[src/rtl/wdt_pkg.sv]
package wdt_pkg;
   typedef enum logic {
      WSEL_CTRL  = 1'b0,
      WSEL_COUNT = 1'b1
   } wsel_e;

   localparam int CTRL_ARM_BIT = 0;
   localparam int CTRL_PD_BIT  = 1;
endpackage

[src/rtl/wdt_prescaler.sv]
module wdt_prescaler #(
   parameter int PRE_W = 11
) (
   input  logic clk,
   input  logic rst_n,
   input  logic run,
   input  logic clr,
   output logic tick
);
   localparam logic [PRE_W-1:0] PRE_MAX = {PRE_W{1'b1}};

   if (PRE_W < 1) begin : g_bad_pre
      $error("wdt_prescaler: PRE_W must be at least 1");
   end

   logic [PRE_W-1:0] pre_q;

   always_ff @(posedge clk or negedge rst_n) begin
      if (!rst_n)    pre_q <= '0;
      else if (clr)  pre_q <= '0;
      else if (run)  pre_q <= pre_q + 1'b1;
   end

   assign tick = run & ~clr & (pre_q == PRE_MAX);

   // two counter steps never come from adjacent clocks
   p_tick_spaced_r2: assert property (@(posedge clk) disable iff (!rst_n)
      tick |=> !tick);
endmodule

[src/rtl/wdt_count.sv]
module wdt_count #(
   parameter int CNT_W = 8
) (
   input  logic             clk,
   input  logic             rst_n,
   input  logic             hold_clr,
   input  logic             load,
   input  logic [CNT_W-1:0] load_val,
   input  logic             tick,
   output logic [CNT_W-1:0] cnt_q,
   output logic             ovf
);
   localparam logic [CNT_W-1:0] CNT_MAX = {CNT_W{1'b1}};

   if (CNT_W < 2) begin : g_bad_cnt
      $error("wdt_count: CNT_W must be at least 2");
   end

   always_ff @(posedge clk or negedge rst_n) begin
      if (!rst_n)        cnt_q <= '0;
      else if (hold_clr) cnt_q <= '0;
      else if (load)     cnt_q <= load_val;
      else if (tick)     cnt_q <= cnt_q + 1'b1;
   end

   assign ovf = tick & ~load & ~hold_clr & (cnt_q == CNT_MAX);

   // without a reload the count only holds or steps by one
   p_step_r2: assert property (@(posedge clk) disable iff (!rst_n)
      (!load && !hold_clr) |=> ((cnt_q == $past(cnt_q)) || (cnt_q == $past(cnt_q) + 1'b1)));
endmodule

[src/rtl/wdt_ctrl.sv]
module wdt_ctrl (
   input  logic clk,
   input  logic rst_n,
   input  logic ew_n,
   input  logic ovf,
   input  logic ctrl_wr,
   input  logic cnt_wr,
   input  logic arm_d,
   input  logic pd_d,
   output logic arm_q,
   output logic pd_q,
   output logic load
);
   assign load = cnt_wr & arm_q;

   always_ff @(posedge clk or negedge rst_n) begin
      if (!rst_n)       arm_q <= 1'b0;
      else if (ovf)     arm_q <= 1'b0;
      else if (load)    arm_q <= 1'b0;
      else if (ctrl_wr) arm_q <= arm_d;
   end

   always_ff @(posedge clk or negedge rst_n) begin
      if (!rst_n)       pd_q <= 1'b0;
      else if (ovf)     pd_q <= 1'b0;
      else if (!ew_n)   pd_q <= 1'b0;
      else if (ctrl_wr) pd_q <= pd_d;
   end

   // an accepted reload consumes the arm flag
   p_arm_once_r4: assert property (@(posedge clk) disable iff (!rst_n)
      load |=> !arm_q);
   // power-down stays blocked while the pin enables the watchdog
   p_pd_block_r8: assert property (@(posedge clk) disable iff (!rst_n)
      !ew_n |=> !pd_q);
endmodule

[src/rtl/wdt_pulse.sv]
module wdt_pulse #(
   parameter int PULSE_LEN = 3
) (
   input  logic clk,
   input  logic rst_n,
   input  logic trig,
   input  logic step,
   output logic sys_rst,
   output logic rst_out
);
   localparam int PW = $clog2(PULSE_LEN + 1);

   if (PULSE_LEN < 1) begin : g_bad_len
      $error("wdt_pulse: PULSE_LEN must be at least 1");
   end

   always_ff @(posedge clk or negedge rst_n) begin
      if (!rst_n) sys_rst <= 1'b0;
      else        sys_rst <= trig;
   end

   if (PULSE_LEN == 1) begin : g_single
      logic out_q;
      always_ff @(posedge clk or negedge rst_n) begin
         if (!rst_n)              out_q <= 1'b0;
         else if (step && out_q)  out_q <= 1'b0;
         else if (trig)           out_q <= 1'b1;
      end
      assign rst_out = out_q;
   end else begin : g_multi
      logic [PW-1:0] left_q;
      always_ff @(posedge clk or negedge rst_n) begin
         if (!rst_n)                     left_q <= '0;
         else if (trig && left_q == '0)  left_q <= PW'(PULSE_LEN);
         else if (step && left_q != '0)  left_q <= left_q - 1'b1;
      end
      assign rst_out = (left_q != '0);
   end

   // internal reset lasts one clock
   p_sysrst_single_r6: assert property (@(posedge clk) disable iff (!rst_n)
      sys_rst |=> !sys_rst);
   // the external pulse only ends on a machine cycle
   p_pulse_hold_r6: assert property (@(posedge clk) disable iff (!rst_n)
      (rst_out && !step) |=> rst_out);
endmodule

[src/rtl/wdt_two_stage.sv]
module wdt_two_stage #(
   parameter int PRE_W     = 11,
   parameter int CNT_W     = 8,
   parameter int PULSE_LEN = 3
) (
   input  logic             clk,
   input  logic             rst_n,
   input  logic             mc_en,
   input  logic             ew_n,
   input  logic             wr_en,
   input  logic             wr_addr,
   input  logic [CNT_W-1:0] wr_data,
   output logic             arm_q,
   output logic             pd_q,
   output logic [CNT_W-1:0] cnt_q,
   output logic             wdt_rst,
   output logic             rst_out
);
   import wdt_pkg::*;

   logic ctrl_wr, cnt_wr, load, tick, ovf;

   assign ctrl_wr = wr_en & (wr_addr == WSEL_CTRL);
   assign cnt_wr  = wr_en & (wr_addr == WSEL_COUNT);

   wdt_ctrl u_ctrl (
      .clk     (clk),
      .rst_n   (rst_n),
      .ew_n    (ew_n),
      .ovf     (ovf),
      .ctrl_wr (ctrl_wr),
      .cnt_wr  (cnt_wr),
      .arm_d   (wr_data[CTRL_ARM_BIT]),
      .pd_d    (wr_data[CTRL_PD_BIT]),
      .arm_q   (arm_q),
      .pd_q    (pd_q),
      .load    (load)
   );

   wdt_prescaler #(.PRE_W(PRE_W)) u_pre (
      .clk   (clk),
      .rst_n (rst_n),
      .run   (mc_en & ~ew_n),
      .clr   (ew_n | load),
      .tick  (tick)
   );

   wdt_count #(.CNT_W(CNT_W)) u_cnt (
      .clk      (clk),
      .rst_n    (rst_n),
      .hold_clr (ew_n),
      .load     (load),
      .load_val (wr_data),
      .tick     (tick),
      .cnt_q    (cnt_q),
      .ovf      (ovf)
   );

   wdt_pulse #(.PULSE_LEN(PULSE_LEN)) u_pulse (
      .clk     (clk),
      .rst_n   (rst_n),
      .trig    (ovf),
      .step    (mc_en),
      .sys_rst (wdt_rst),
      .rst_out (rst_out)
   );

   // a high enable pin keeps the counter at zero and blocks reset
   p_disabled_r7: assert property (@(posedge clk) disable iff (!rst_n)
      ew_n |=> ((cnt_q == '0) && !wdt_rst));
   // an unarmed counter write cannot reload
   p_unarmed_r3: assert property (@(posedge clk) disable iff (!rst_n)
      (cnt_wr && !arm_q && !ew_n && !mc_en) |=> $stable(cnt_q));
endmodule

[config.mk]
export PLATFORM = sky130hd
export DESIGN_NAME = wdt_two_stage
export DESIGN_NICKNAME = d
export VERILOG_FILES = /design/src/rtl/wdt_pkg.sv /design/src/rtl/wdt_prescaler.sv /design/src/rtl/wdt_count.sv /design/src/rtl/wdt_ctrl.sv /design/src/rtl/wdt_pulse.sv /design/src/rtl/wdt_two_stage.sv
export SDC_FILE = /design/constraint.sdc
export NUM_CORES = 1
export LEC_CHECK = 0
export BUFFER_PORTS_ARGS = -buffer_cell sky130_fd_sc_hd__buf_2
export CELL_PAD_IN_SITES_DETAIL_PLACEMENT = 0
export CELL_PAD_IN_SITES_GLOBAL_PLACEMENT = 1
export CORE_MARGIN = 2
export CORE_UTILIZATION = 40
export DETAILED_ROUTE_END_ITERATION = 10
export PLACE_DENSITY = 0.81
export SLEW_MARGIN = 25
export SYNTH_ARGS = -nofsm -noshare
export SYNTH_HDL_FRONTEND = slang
export SYNTH_SLANG_ARGS = --single-unit
[constraint.sdc]
create_clock -name clk -period 2.5 [get_ports clk]
set_input_delay 0 -clock clk [delete_from_list [all_inputs] [get_ports clk]]
set_output_delay 0 -clock clk [all_outputs]
set_load 0.02 [all_outputs]
==> flow_summary.rst, run 1 <==
.. list-table::
   :header-rows: 1

   * - Metric
     - Value
   * - Most frequent standard cell in the layout excluding fill and tap cells
     - sky130_fd_sc_hd__buf_2
   * - Total routing usage reported by global routing
     - 16.7%
   * - Pre-CTS setup slack
     - 0.307 ns
   * - Type of origin of the critical path
     - flip-flop
   * - Count of warnings emitted by yosys
     - 0
   * - Cell count of the worst reg-to-reg path
     - 5
   * - Initial standard-cell utilization of the core
     - 42.2%
   * - Async set-or-reset flop fraction in the synthesized netlist
     - 100%
   * - Part of the power in registers
     - 56.5%
   * - Avg Inst Size Synth
     - 9.41 sq um
   * - Number of antenna cells inserted
     - 0
   * - Core outline area
     - 3080 sq um
   * - Setup TNS
     - 0 ns
   * - Count of cells along the worst hold path
     - 3
   * - Data arrival time of the critical path
     - 2.48 ns
   * - Nets
     - 188
   * - Synth Net Count
     - 155
   * - Switching share of power
     - 29.6%
   * - Highest fanout seen on the critical path
     - 9
   * - Achievable clock frequency
     - 0.443 GHz
   * - Endpoint required time on the critical path
     - 2.72 ns
   * - Switching power summed over all nets
     - 0.000226 W
   * - Later-pin clock latency in the skew report
     - 0.31 ns
   * - Final WS setup
     - 0.244 ns
   * - Top library cells by usage in the layout, fill and taps aside
     - 25 x sky130_fd_sc_hd__buf_2, 24 x sky130_fd_sc_hd__dfrtp_1, 19 x sky130_fd_sc_hd__nor2_1
   * - Period utilisation layout
     - 90.3%
   * - Max incr delay on CP
     - 0.62 ns
   * - Number of gates given a new drive strength after cts
     - 0
   * - Peak VDD IR
     - 225 uV
   * - Post-synthesis to final-layout area growth
     - 20.2%
   * - Clock group share of total power
     - 22.3%
   * - P_leak
     - 0.713 nW
   * - Max Cap Viol
     - 0
   * - Congestion Overflow GR
     - 0
   * - Clk buf depth
     - 2
   * - Count of input and output buffers
     - 25
   * - Chip Width
     - 61.0 um
   * - Post-Route WL
     - 2830 um
   * - Crit. End Element
     - flip-flop
   * - Final setup skew
     - 0.00177 ns
   * - Number of clock sinks seen by CTS
     - 24
   * - Dpl hpwl
     - 1970 um
   * - Class of the tightest hold or removal check
     - input port to flip-flop
   * - Die boundary height
     - 61.0 um
   * - Clock tree from TritonCTS
     - built
   * - Cell-internal power
     - 0.000537 W
   * - Final Slew Violations
     - 0
   * - Most frequent cell on the critical path
     - sky130_fd_sc_hd__or4_1
   * - Library cell with the largest summed area after synthesis
     - sky130_fd_sc_hd__dfrtp_1
   * - Status
     - finished, final reports clean
   * - Wire per inst
     - 13.3 um
   * - Final routed DRC violation total
     - 0
   * - Yosys cell types
     - 32
   * - Largest net degree at the start of global routing
     - 25
   * - Crit Path Category
     - flip-flop to flip-flop
   * - Number of instances in the synthesized netlist
     - 138
   * - Combined area of all synthesized cells
     - 1300 sq um
   * - Global-route wire length before repair
     - 4660 um
   * - Number of iterations in the first detailed-routing pass
     - 4
   * - Count of pins on the block boundary
     - 26
   * - Clock root buffer
     - sky130_fd_sc_hd__clkbuf_4
   * - Number of endpoints failing setup at the final stage
     - 0
   * - Die area
     - 3720 sq um
   * - Number of clock buffers inserted by TritonCTS
     - 3
   * - Number of rows in the core area
     - 20
   * - Layout cell share with drive strength beyond 1
     - 20.7%
   * - Antenna violations before repair
     - 0
   * - Via/cell ratio
     - 5.31
   * - Flip-flop and latch count after synthesis
     - 24
   * - Relative slew slack
     - 50.3%
   * - Total count of hold-check failures in the final report
     - 0
   * - Count of vias placed by the detailed router
     - 1130
   * - Primary FF master, synth
     - sky130_fd_sc_hd__dfrtp_1
   * - Number of enable flip-flop cells after synthesis
     - 0
   * - Top cell type's share of synthesized area
     - 46.2%
   * - Final Critical Period
     - 2.26 ns
   * - Least-Margin Pin Slew
     - 0.738 ns
   * - Cell type of the slowest stage on the worst timing path
     - sky130_fd_sc_hd__or4_1
   * - Starting DRC count in detailed routing
     - 75
   * - Number of antenna-violating nets in the routed design
     - 0
   * - Power density over the cells
     - 488 nW/um^2
   * - Clock input transition at the sequential cells of the worst setup and hold paths
     - 0.13 ns
   * - Maximum level of the CTS H-tree
     - 1
   * - Final GP Congestion
     - 0.799
   * - Largest cells by area after synthesis
     - sky130_fd_sc_hd__dfrtp_1 46%, sky130_fd_sc_hd__nor2_1 5.5%, sky130_fd_sc_hd__a311oi_1 4.7%
   * - Via count of the first global-routing pass
     - 1080
   * - Critical path, cell by cell
     - ha_1 > nand2_1 > or4_1 > or4_1 > a311oi_1
   * - Combinational Power Share
     - 21.2%
   * - Setup repair after global routing missed its margin
     - no
   * - Sequential share of the synthesized area
     - 46.2%
## registers in the layout (all words and copies together) (netlist names)
| name | cells |
|---|---|
| u_ctrl.arm_q | 1 |
| u_cnt.cnt_q | 8 |
| u_ctrl.pd_q | 1 |
| u_pre.pre_q | 11 |
| u_pulse.sys_rst | 1 |
| u_pulse.g_multi.left_q | 2 |
## cells by family (layout without fill, tap and decap cells)
group	Yosys count	in the layout	synth area share, %
AND/OR/NAND/NOR	57	57	23.0
AO/OA/AOI/OAI	29	29	15.8
XOR/XNOR	6	6	4.05
adder cells (fa/ha/maj)	3	3	2.89
multiplexers	3	3	2.31
buffers and inverters	16	47	5.68
flip-flops	24	24	46.2
## synth_stat cells, types with 2 or more instances
library cell / number
sky130_fd_sc_hd__mux2i_1: 3
sky130_fd_sc_hd__nand4_1: 3
sky130_fd_sc_hd__buf_2: 2
sky130_fd_sc_hd__xnor2_1: 3
sky130_fd_sc_hd__or4_1: 4
sky130_fd_sc_hd__xor2_1: 3
sky130_fd_sc_hd__nand3_1: 4
sky130_fd_sc_hd__nor2_1: 19
sky130_fd_sc_hd__a31o_2: 3
sky130_fd_sc_hd__a31oi_1: 3
sky130_fd_sc_hd__o21ai_0: 5
sky130_fd_sc_hd__nand2_1: 13
sky130_fd_sc_hd__inv_1: 9
sky130_fd_sc_hd__o31ai_1: 2
sky130_fd_sc_hd__clkbuf_1: 3
sky130_fd_sc_hd__ha_1: 3
sky130_fd_sc_hd__nor4_1: 3
sky130_fd_sc_hd__dfrtp_1: 24
sky130_fd_sc_hd__a311oi_1: 7
sky130_fd_sc_hd__or3_1: 6
sky130_fd_sc_hd__a21oi_1: 5
## power by group through the flow
stage	logic [W]	registers, W	clock network (W)
floorplan	0.0000913	0.000444	0
global placement	0.000143	0.000437	0
detailed placement	0.000150	0.000439	0
CTS	0.000164	0.000432	0.000181
global route	0.000192	0.000434	0.000194
finish	0.000161	0.000431	0.000170
## final timing paths
| path | slack [ns] | startpoint | to |
|---|---|---|---|
| setup reg to reg | 0.24 | u_pre.pre_q[0]$_DFFE_PN0P_ | u_cnt.cnt_q[7]$_DFFE_PN0P_ |
| setup / recovery | 0.24 | u_pre.pre_q[0]$_DFFE_PN0P_ | u_cnt.cnt_q[7]$_DFFE_PN0P_ |
| min in group asynchronous | 0.19 | rst_n | u_pulse.g_multi.left_q[0]$_DFFE_PN0P_ |
| hold reg to reg | 0.55 | u_pulse.g_multi.left_q[0]$_DFFE_PN0P_ | u_pulse.g_multi.left_q[0]$_DFFE_PN0P_ |
| max in group asynchronous | 1.96 | rst_n | u_pre.pre_q[6]$_DFFE_PN0P_ |
| hold / removal | 0.02 | wr_addr | u_ctrl.arm_q$_DFFE_PN0P_ |
## through the flow
step / instances / utilization, % / area, sq um / hold slack [ns] / power [W]
2_1_floorplan: 138 / - / 1300 / -0.296 / 0.000535
3_5_place_dp: 200 / 46.7 / 1440 / 0.0185 / 0.000590
3_3_place_gp: 200 / 46.7 / 1440 / 0.0113 / 0.000580
6_report: 213 / 50.7 / 1560 / 0.0197 / 0.000762
5_1_grt: 213 / 50.7 / 1560 / 0.0242 / 0.000820
4_1_cts: 213 / 50.7 / 1560 / 0.00827 / 0.000776
## repair_timing
item | 4_1_cts | 5_1_grt
hold endpoints to repair | 34 | 0
hold buffers | 10 | 0
buffers inserted | 0 | 0
## area by class of cell
cell class | count | area [sq um]
Clock buffer | 3 | 22.5
Tap cell | 44 | 55.1
Multi-Input combinational cell | 98 | 624
Sequential cell | 24 | 601
Inverter | 9 | 33.8
Fill cell | 304 | 1520
Timing Repair Buffer | 35 | 225
## worst max-delay path: cells and delay by family (launching register included)
kind	cells	cell delay (ns)
DFF	1	0.43
adders and majority gates	1	0.24
and+or+nand+nor	3	1.22
AOI/OAI and AO/OA	1	0.28
## metal layers
layer | global-route usage, % | vias to the layer above | share of wire (%)
li1 | - | 567 | -
met1 | 20.5 | 533 | 46
met2 | 30.3 | 24 | 49
met3 | 2.56 | 6 | 3.1
met4 | 4.66 | 0 | 1.7
met5 | 0 | - | 0
Note: power is estimated with default switching activity, not from simulation.
==> run 2: changes to the inputs <==
--- a/config.mk
+++ b/config.mk
@@ -10,8 +10,9 @@
 export CELL_PAD_IN_SITES_GLOBAL_PLACEMENT = 1
 export CORE_MARGIN = 2
 export CORE_UTILIZATION = 40
+export CTS_BUF_LIST = sky130_fd_sc_hd__clkbuf_16
 export DETAILED_ROUTE_END_ITERATION = 10
-export PLACE_DENSITY = 0.81
+export PLACE_DENSITY_LB_ADDON = 0.1
 export SLEW_MARGIN = 25
 export SYNTH_ARGS = -nofsm -noshare
 export SYNTH_HDL_FRONTEND = slang
==> run 2 against run 1 <==
Global-route usage is 0.60 points higher. Total power grew 20%. Wire length shrank 0.81%. Critical endpoint is now u_cnt.cnt_q[5]$_DFFE_PN0P_.
==> flow_summary.rst, run 2 (synthesis gave the netlist of run 1 again) <==
.. list-table::
   :header-rows: 1

   * - Metric
     - Value
   * - Number of gates given a new drive strength after cts
     - 0 (unchanged)
   * - Most frequent standard cell in the layout excluding fill and tap cells
     - sky130_fd_sc_hd__buf_2
   * - Highest fanout seen on the critical path
     - 9 (unchanged)
   * - Setup slack of the most critical reg-to-reg path
     - 0.29 ns (+0.04 ns)
   * - Type of origin of the critical path
     - flip-flop
   * - Setup TNS
     - 0 ns (unchanged)
   * - Later-pin clock latency in the skew report
     - 0.25 ns (-0.06 ns)
   * - Area of the multi-input gates
     - 624 sq um (unchanged)
   * - P_leak
     - 0.699 nW (-2.0%)
   * - Most frequent cell on the critical path
     - sky130_fd_sc_hd__or4_1
   * - Die boundary height
     - 61.0 um (unchanged)
   * - Least-Margin Pin Slew
     - 0.677 ns (-0.0616 ns)
   * - Achievable clock frequency
     - 0.452 GHz (+1.9%)
   * - Cell count along the critical path
     - 5 (unchanged)
   * - Maximum level of the CTS H-tree
     - 1 (unchanged)
   * - Clock input transition at the sequential cells of the worst setup and hold paths
     - 0.06 ns (-0.07 ns)
   * - Post-Route WL
     - 2810 um (-0.81%)
   * - Number of clock sinks seen by CTS
     - 24 (unchanged)
   * - Count of input and output buffers
     - 25 (unchanged)
   * - Nets
     - 179 (-4.8%)
   * - Count of vias placed by the detailed router
     - 1110 (-1.8%)
   * - Worst setup path start
     - u_pre.pre_q[0]$_DFFE_PN0P_
   * - Global-route wire length before repair
     - 4580 um (-1.8%)
   * - Number of flip-flops under the largest register name
     - 11 (unchanged)
   * - Fillcell total
     - 303 (-0.33%)
   * - Register bank with the most flops
     - u_pre.pre_q
   * - Via/cell ratio
     - 5.44 (+2.6%)
   * - Status
     - finished, final reports clean
   * - Final Critical Period
     - 2.21 ns (-0.0424 ns)
   * - Clock root buffer
     - sky130_fd_sc_hd__clkbuf_16
   * - CP delay by family, top
     - simple AND/OR/NAND/NOR gates
   * - Total routing usage reported by global routing
     - 17.3% (+0.60 points)
   * - Largest net degree at the start of global routing
     - 25 (unchanged)
   * - Initial standard-cell utilization of the core
     - 42.2% (unchanged)
   * - Top library cells by usage in the layout, fill and taps aside
     - 25 x sky130_fd_sc_hd__buf_2, 24 x sky130_fd_sc_hd__dfrtp_1, 19 x sky130_fd_sc_hd__nor2_1
   * - Power density over the cells
     - 602 nW/um^2 (+23%)
   * - Number of endpoints failing setup at the final stage
     - 0 (unchanged)
   * - Final routed DRC violation total
     - 0 (unchanged)
   * - Post-synthesis to final-layout area growth
     - 17.3%
   * - Die area
     - 3720 sq um (unchanged)
   * - Max incr delay on CP
     - 0.63 ns (about the same)
   * - Final GP Congestion
     - 0.816 (+2.1%)
   * - Period utilisation layout
     - 88.6% (-1.7 points)
   * - Count of pins on the block boundary
     - 26 (unchanged)
   * - Area taken by flip-flops and latches
     - 601 sq um (unchanged)
   * - Clock tree from TritonCTS
     - built
   * - Number of clock buffers inserted by TritonCTS
     - 3 (unchanged)
   * - Endpoint required time on the critical path
     - 2.66 ns (-0.06 ns)
   * - Peak VDD IR
     - 218 uV (-3.2%)
   * - Largest registers
     - u_pre.pre_q x11, u_cnt.cnt_q x8, u_pulse.g_multi.left_q x2
   * - Core outline area
     - 3080 sq um (unchanged)
   * - Worst flop-to-flop path endpoint
     - u_cnt.cnt_q[5]$_DFFE_PN0P_
   * - Antenna violations before repair
     - 0 (unchanged)
   * - Crit Path Category
     - flip-flop to flip-flop
   * - Max Cap Viol
     - 0 (unchanged)
   * - Number of iterations in the first detailed-routing pass
     - 4 (unchanged)
   * - Count of cells along the worst hold path
     - 3 (unchanged)
   * - Class of the tightest hold or removal check
     - input port to flip-flop
   * - Final Slew Violations
     - 0 (unchanged)
   * - Total count of hold-check failures in the final report
     - 0 (unchanged)
   * - Number of antenna-violating nets in the routed design
     - 0 (unchanged)
   * - Cell count of the worst reg-to-reg path
     - 5 (unchanged)
   * - Number of antenna cells inserted
     - 0 (unchanged)
   * - Chip Width
     - 61.0 um (unchanged)
   * - Clk buf depth
     - 2 (unchanged)
   * - Launching point of the worst reg2reg path
     - u_pre.pre_q[0]$_DFFE_PN0P_
   * - Destination of the critical timing path
     - u_cnt.cnt_q[5]$_DFFE_PN0P_
   * - Dpl hpwl
     - 2050 um (+4.1%)
   * - Number of rows in the core area
     - 20 (unchanged)
   * - Min Hold Slack
     - 0.0198 ns (+0.0000609 ns)
   * - Layout cell share with drive strength beyond 1
     - 21.9% (+1.2 points)
   * - Wire per inst
     - 13.8 um (+3.6%)
   * - Finished layout cell area
     - 1520 sq um (-2.4%)
   * - Relative slew slack
     - 54.5% (+4.1 points)
   * - Starting DRC count in detailed routing
     - 28 (-63%)
   * - Congestion Overflow GR
     - 0 (unchanged)
   * - Cell type of the slowest stage on the worst timing path
     - sky130_fd_sc_hd__or4_1
   * - Setup repair after global routing missed its margin
     - no
   * - Final setup skew
     - 0.00189 ns (+0.000127 ns)
   * - Critical path, cell by cell
     - ha_1 > nand2_1 > or4_1 > or4_1 > a311oi_1
   * - Buffering stage count on the worst path with inverters included
     - 0 (unchanged)
   * - Post-CTS setup-driven buffer insertion count
     - 0 (unchanged)
   * - Data arrival time of the critical path
     - 2.37 ns (-0.11 ns)
   * - Dpl cell area
     - 1440 sq um (unchanged)
   * - Crit. End Element
     - flip-flop
   * - Via count of the first global-routing pass
     - 1029 (-4.7%)
   * - Cts-stage hold buffer count
     - 1 (-9)
-- run 2: cell count changes in the layout (fill, tap and decap cells not counted) --
cell                            change
sky130_fd_sc_hd__dlygate4sd3_1      -9
sky130_fd_sc_hd__clkbuf_4           -3
sky130_fd_sc_hd__clkbuf_16          +3
-- run 2: metal layers --
| metal | wire (um) | GRT usage, % | up-vias |
|---|---|---|---|
| met3 | 124 | 4.90 | 7 |
| met4 | 59 | 8.39 | 0 |
| met1 | 1210 | 18.8 | 534 |
| li1 | - | - | 546 |
| met2 | 1420 | 30.9 | 23 |
| met5 | 0 | 0 | - |
-- run 2: report_power, final --
| group | total [W] | leakage (nW) | switching (W) | internal (W) |
|---|---|---|---|---|
| logic | 0.000150 | 0.336 | 0.0000951 | 0.0000553 |
| registers | 0.000431 | 0.326 | 0.0000154 | 0.000415 |
| clock network | 0.000336 | 0.0370 | 0.000125 | 0.000211 |
-- run 2: cell type report --
cell class	instances	share of cell area [%]
Multi-Input combinational cell	98	41.0
Inverter	9	2.22
Clock buffer	3	4.93
Timing Repair Buffer	26	8.87
Sequential cell	24	39.4
Tap cell	44	3.61
-- run 2: how the worst min path moves through the flow --
| stage | startpoint | endpoint | slack [ns] |
|---|---|---|---|
| 5_1_grt | wr_data[6] | u_cnt.cnt_q[6]$_DFFE_PN0P_ | 0.03 |
| 2_1_floorplan | rst_n | u_cnt.cnt_q[0]$_DFFE_PN0P_ | -0.30 |
| 4_1_cts | wr_data[1] | u_ctrl.pd_q$_DFFE_PN0P_ | 0.02 |
| 6_report | wr_data[1] | u_ctrl.pd_q$_DFFE_PN0P_ | 0.02 |
| 3_5_place_dp | rst_n | u_cnt.cnt_q[6]$_DFFE_PN0P_ | 0.02 |
| 3_3_place_gp | rst_n | u_pulse.g_multi.left_q[0]$_DFFE_PN0P_ | 0.01 |
-- run 2: tightest hold or removal path, delay by kind of cell --
kind,cells,cell delay (ns)
buffers and inverters,1,0.11
and+or+nand+nor,1,0.06
muxes,1,0.06
-- run 2: stage by stage --
stage	worst slack, ns	instances	power [W]	utilization, %
floorplan	0.452	138	0.000535	-
global placement	0.345	200	0.000580	46.7
detailed placement	0.295	200	0.000589	46.7
CTS	0.278	204	0.000930	49.5
global route	0.106	204	0.000974	49.5
finish	0.286	204	0.000917	49.5
==> run 3: changes to the inputs <==
--- a/config.mk
+++ b/config.mk
@@ -5,6 +5,7 @@
 export SDC_FILE = /design/constraint.sdc
 export NUM_CORES = 1
 export LEC_CHECK = 0
+export ABC_AREA = 1
 export BUFFER_PORTS_ARGS = -buffer_cell sky130_fd_sc_hd__buf_2
 export CELL_PAD_IN_SITES_DETAIL_PLACEMENT = 0
 export CELL_PAD_IN_SITES_GLOBAL_PLACEMENT = 1
==> run 3 against run 2 <==
Clock power rose by 38%. Highest routed layer unchanged. Total power increased by 11%. Clock-buffer cell count did not move. Sequential power fell by 2%. Worst hold slack got worse by 0.0017 ns. Synthesized cell count grew 47%. Register-to-register slack better by 0.63 ns. Critical path type unchanged. First-iteration DRC count rose to 3.4 times the previous value.
==> flow_summary.rst, run 3 <==
.. list-table::
   :header-rows: 1

   * - Metric
     - Value
   * - Finished layout cell area
     - 1810 sq um (+19%)
   * - DP Cell Count
     - 275 (+38%)
   * - Fraction of synthesized cell area in xor and xnor cells
     - 1.75% (-2.3 points)
   * - Async set-or-reset flop fraction in the synthesized netlist
     - 100% (unchanged)
   * - Largest registers
     - u_pre.pre_q x11, u_cnt.cnt_q x8, u_pulse.g_multi.left_q x2
   * - Flip-flop and latch count after synthesis
     - 24 (unchanged)
   * - Sequential share of the synthesized area
     - 40.0% (-6.3 points)
   * - Congestion Overflow GR
     - 0 (unchanged)
   * - Number of endpoints failing setup at the final stage
     - 0 (unchanged)
   * - Maximum level of the CTS H-tree
     - 1 (unchanged)
   * - Primary FF master, synth
     - sky130_fd_sc_hd__dfrtp_1
   * - Class of the tightest hold or removal check
     - input port to flip-flop
   * - Final setup skew
     - 0.00335 ns (+0.00146 ns)
   * - Number of flip-flops under the largest register name
     - 11 (unchanged)
   * - Non-filler instance count after layout
     - 281 (+38%)
   * - Wire per inst
     - 12.1 um (-12%)
   * - Clock root buffer
     - sky130_fd_sc_hd__clkbuf_16
   * - Count of input and output buffers
     - 25 (unchanged)
   * - Global-route wire length before repair
     - 6120 um (+34%)
   * - Critical path, cell by cell
     - ha_1 > inv_1 > nor2_2 > nand2_2 > nor2_4 > nand2_4 > nand2_4 > inv_4 > nand2_1 > o21ai_2
   * - Final Critical Period
     - 1.58 ns (-0.631 ns)
   * - Clk buf depth
     - 2 (unchanged)
   * - Number of antenna-violating nets in the routed design
     - 0 (unchanged)
   * - Worst setup path start
     - u_pre.pre_q[0]$_DFFE_PN0P_
   * - Dpl hpwl
     - 2600 um (+27%)
   * - Antenna violations before repair
     - 0 (unchanged)
   * - Via count of the first global-routing pass
     - 1346 (+31%)
   * - Library cell with the largest summed area after synthesis
     - sky130_fd_sc_hd__dfrtp_1
   * - Starting DRC count in detailed routing
     - 95 (+240%)
   * - Register bank with the most flops
     - u_pre.pre_q
   * - Yosys cell types
     - 30 (-6.3%)
   * - Top cell type's share of synthesized area
     - 40.0% (-6.3 points)
   * - Combined area of all synthesized cells
     - 1500 sq um (+16%)
   * - Least-Margin Pin Slew
     - 0.576 ns (-0.100 ns)
   * - P_leak
     - 0.937 nW (+34%)
   * - Number of antenna cells inserted
     - 0 (unchanged)
   * - Peak VDD IR
     - 251 uV (+15%)
   * - Via/cell ratio
     - 4.99 (-8.2%)
   * - Cell count of the worst reg-to-reg path
     - 10 (+5)
   * - Period utilisation layout
     - 63.3% (-25 points)
   * - Core outline area
     - 3630 sq um (+18%)
   * - Relative slew slack
     - 61.6% (+7.1 points)
   * - Highest fanout seen on the critical path
     - 9 (unchanged)
   * - Die boundary height
     - 65.3 um (+7.1%)
   * - Setup TNS
     - 0 ns (unchanged)
   * - Final GP Congestion
     - 0.795 (-2.5%)
   * - Number of instances in the synthesized netlist
     - 203 (+47%)
   * - Number of clock sinks seen by CTS
     - 24 (unchanged)
   * - Setup slack of the most critical reg-to-reg path
     - 0.92 ns (+0.63 ns)
   * - Total routing usage reported by global routing
     - 18.7% (+1.4 points)
   * - Dpl cell area
     - 1680 sq um (+17%)
   * - Number of clock buffers inserted by TritonCTS
     - 3 (unchanged)
   * - Count of pins on the block boundary
     - 26 (unchanged)
   * - Chip Width
     - 65.3 um (+7.1%)
   * - Dominant combinational cell family by area after synthesis
     - simple AND/OR/NAND/NOR gates
   * - Initial standard-cell utilization of the core
     - 41.4% (-0.84 points)
   * - Pre-CTS setup slack
     - 0.905 ns (+0.611 ns)
   * - Max Cap Viol
     - 0 (unchanged)
   * - Post-synthesis to final-layout area growth
     - 20.3%
   * - Share of synthesized area spent on multiplexers
     - 0.666% (-1.6 points)
   * - Crit Path Category
     - flip-flop to flip-flop
   * - Total count of hold-check failures in the final report
     - 0 (unchanged)
   * - Synth Net Count
     - 220 (+42%)
   * - Synth cell count leaders
     - 64 x sky130_fd_sc_hd__nand2_1, 25 x sky130_fd_sc_hd__inv_1, 24 x sky130_fd_sc_hd__dfrtp_1
   * - Avg Inst Size Synth
     - 7.40 sq um (-21%)
   * - Worst hold start
     - wr_addr
   * - Die area
     - 4260 sq um (+15%)
   * - Layout cell share with drive strength beyond 1
     - 22.7% (+0.87 points)
   * - Setup repair after global routing missed its margin
     - no
   * - Count of warnings emitted by yosys
     - 0 (unchanged)
   * - Launching point of the worst reg2reg path
     - u_pre.pre_q[0]$_DFFE_PN0P_
   * - Worst flop-to-flop path endpoint
     - u_cnt.cnt_q[0]$_DFFE_PN0P_
   * - Largest net degree at the start of global routing
     - 25 (unchanged)
   * - Most frequent cell on the critical path
     - sky130_fd_sc_hd__nand2_4
   * - Final routed DRC violation total
     - 0 (unchanged)
   * - Count of vias placed by the detailed router
     - 1403 (+26%)
   * - Achievable clock frequency
     - 0.632 GHz (+40%)
   * - Type of origin of the critical path
     - flip-flop
   * - Compound-cell area share of the yosys netlist
     - 10.3% (-5.5 points)
   * - Nets
     - 251 (+40%)
   * - Clock tree from TritonCTS
     - built
   * - Endpoint required time on the critical path
     - 2.65 ns (about the same)
   * - Power density over the cells
     - 562 nW/um^2 (-6.7%)
   * - Number of rows in the core area
     - 22 (+10%)
   * - Crit. End Element
     - flip-flop
   * - Post-Route WL
     - 3400 um (+21%)
   * - Final WS setup
     - 0.917 ns (+0.631 ns)
   * - Largest cells by area after synthesis
     - sky130_fd_sc_hd__dfrtp_1 40%, sky130_fd_sc_hd__nand2_1 16%, sky130_fd_sc_hd__nand3_1 6.3%
   * - Most frequent standard cell in the layout excluding fill and tap cells
     - sky130_fd_sc_hd__nand2_1
   * - Simple-gate share of the synthesized area
     - 37.1% (+14 points)
   * - Destination of the critical timing path
     - u_cnt.cnt_q[0]$_DFFE_PN0P_
   * - Data arrival time of the critical path
     - 1.73 ns (-0.64 ns)
   * - Number of iterations in the first detailed-routing pass
     - 4 (unchanged)
   * - Max incr delay on CP
     - 0.43 ns (-0.20 ns)
   * - Final core occ
     - 49.8% (+0.25 points)
   * - Post-synthesis adder-cell area fraction
     - 2.50% (-0.39 points)
   * - Status
     - finished, final reports clean
   * - Clock input transition at the sequential cells of the worst setup and hold paths
     - 0.07 ns (about the same)
   * - Final Slew Violations
     - 0 (unchanged)
   * - Later-pin clock latency in the skew report
     - 0.26 ns (about the same)
   * - Number of gates given a new drive strength after cts
     - 0 (unchanged)
   * - Most repeated cell in the gate-level netlist after synthesis
     - sky130_fd_sc_hd__nand2_1
   * - Number of enable flip-flop cells after synthesis
     - 0 (unchanged)
   * - Cell type of the slowest stage on the worst timing path
     - sky130_fd_sc_hd__dfrtp_1
   * - Top library cells by usage in the layout, fill and taps aside
     - 64 x sky130_fd_sc_hd__nand2_1, 25 x sky130_fd_sc_hd__inv_1, 25 x sky130_fd_sc_hd__buf_2
run 3: through the flow:
| step | power [W] | hold WS (ns) |
|---|---|---|
| after detailed placement | 0.000558 | 0.0412 |
| after global placement | 0.000555 | 0.0309 |
| after global routing | 0.00106 | 0.0424 |
| final | 0.00102 | 0.0181 |
| after floorplan | 0.000505 | -0.296 |
| after CTS | 0.00103 | 0.0197 |
run 3: critical path: cells and delay by family (launching register included):
kind | cells | cell delay, ns
DFF | 1 | 0.43
adders and majority gates | 1 | 0.23
AOI/OAI and AO/OA | 1 | 0.05
and+or+nand+nor | 6 | 0.59
buffers and inverters | 2 | 0.16
run 3: cell families (layout without fill, tap and decap cells):
logic type	count (synthesis)	after routing
muxes	1	1
adders and majority gates	3	3
and+or+nand+nor	118	118
buffers and inverters	30	60
DFF	24	24
AOI/OAI and AO/OA	24	24
xor gates and xnor gates	3	3
run 3: final cells by class:
class | instances | area (sq um)
clock buffers | 3 | 75.1
clock inverters | 1 | 30.0
fillers | 391 | 1830
inverters | 29 | 111
multi-input cells | 149 | 786
flip-flops and latches | 24 | 601
well taps | 48 | 60.1
repair buffers | 27 | 145
run 3: worst min path at each step:
stage                                       to  slack (ns)  depth (start not counted)
floorplan           u_cnt.cnt_q[0]$_DFFE_PN0P_       -0.30                          0
global placement    u_cnt.cnt_q[6]$_DFFE_PN0P_        0.03                          1
detailed placement  u_cnt.cnt_q[7]$_DFFE_PN0P_        0.04                          1
CTS                    u_ctrl.pd_q$_DFFE_PN0P_        0.02                          3
global route           u_ctrl.pd_q$_DFFE_PN0P_        0.04                          3
finish                 u_ctrl.pd_q$_DFFE_PN0P_        0.02                          3
run 3: timing repair:
| action | CTS | global route |
|---|---|---|
| endpoints found under the hold margin | 25 | 0 |
| hold buffers | 2 | 0 |
| buffers inserted | 0 | 0 |
run 3: where the power goes:
group	total [W]	internal (W)	switching (W)
registers	0.000422	0.000404	0.0000184
clock network	0.000465	0.000319	0.000146
logic	0.000129	0.0000469	0.0000817
total	0.00102	0.000769	0.000247
run 3: routing by layer:
metal | global-route usage (%) | wire (um) | vias to the layer above | part of all wire [%]
li1 | - | - | 708 | -
met1 | 27.2 | 1700 | 660 | 50
met2 | 28.2 | 1520 | 30 | 45
met3 | 3.25 | 136 | 5 | 4.0
met4 | 6.25 | 48 | 0 | 1.4
met5 | 0 | 0 | - | 0
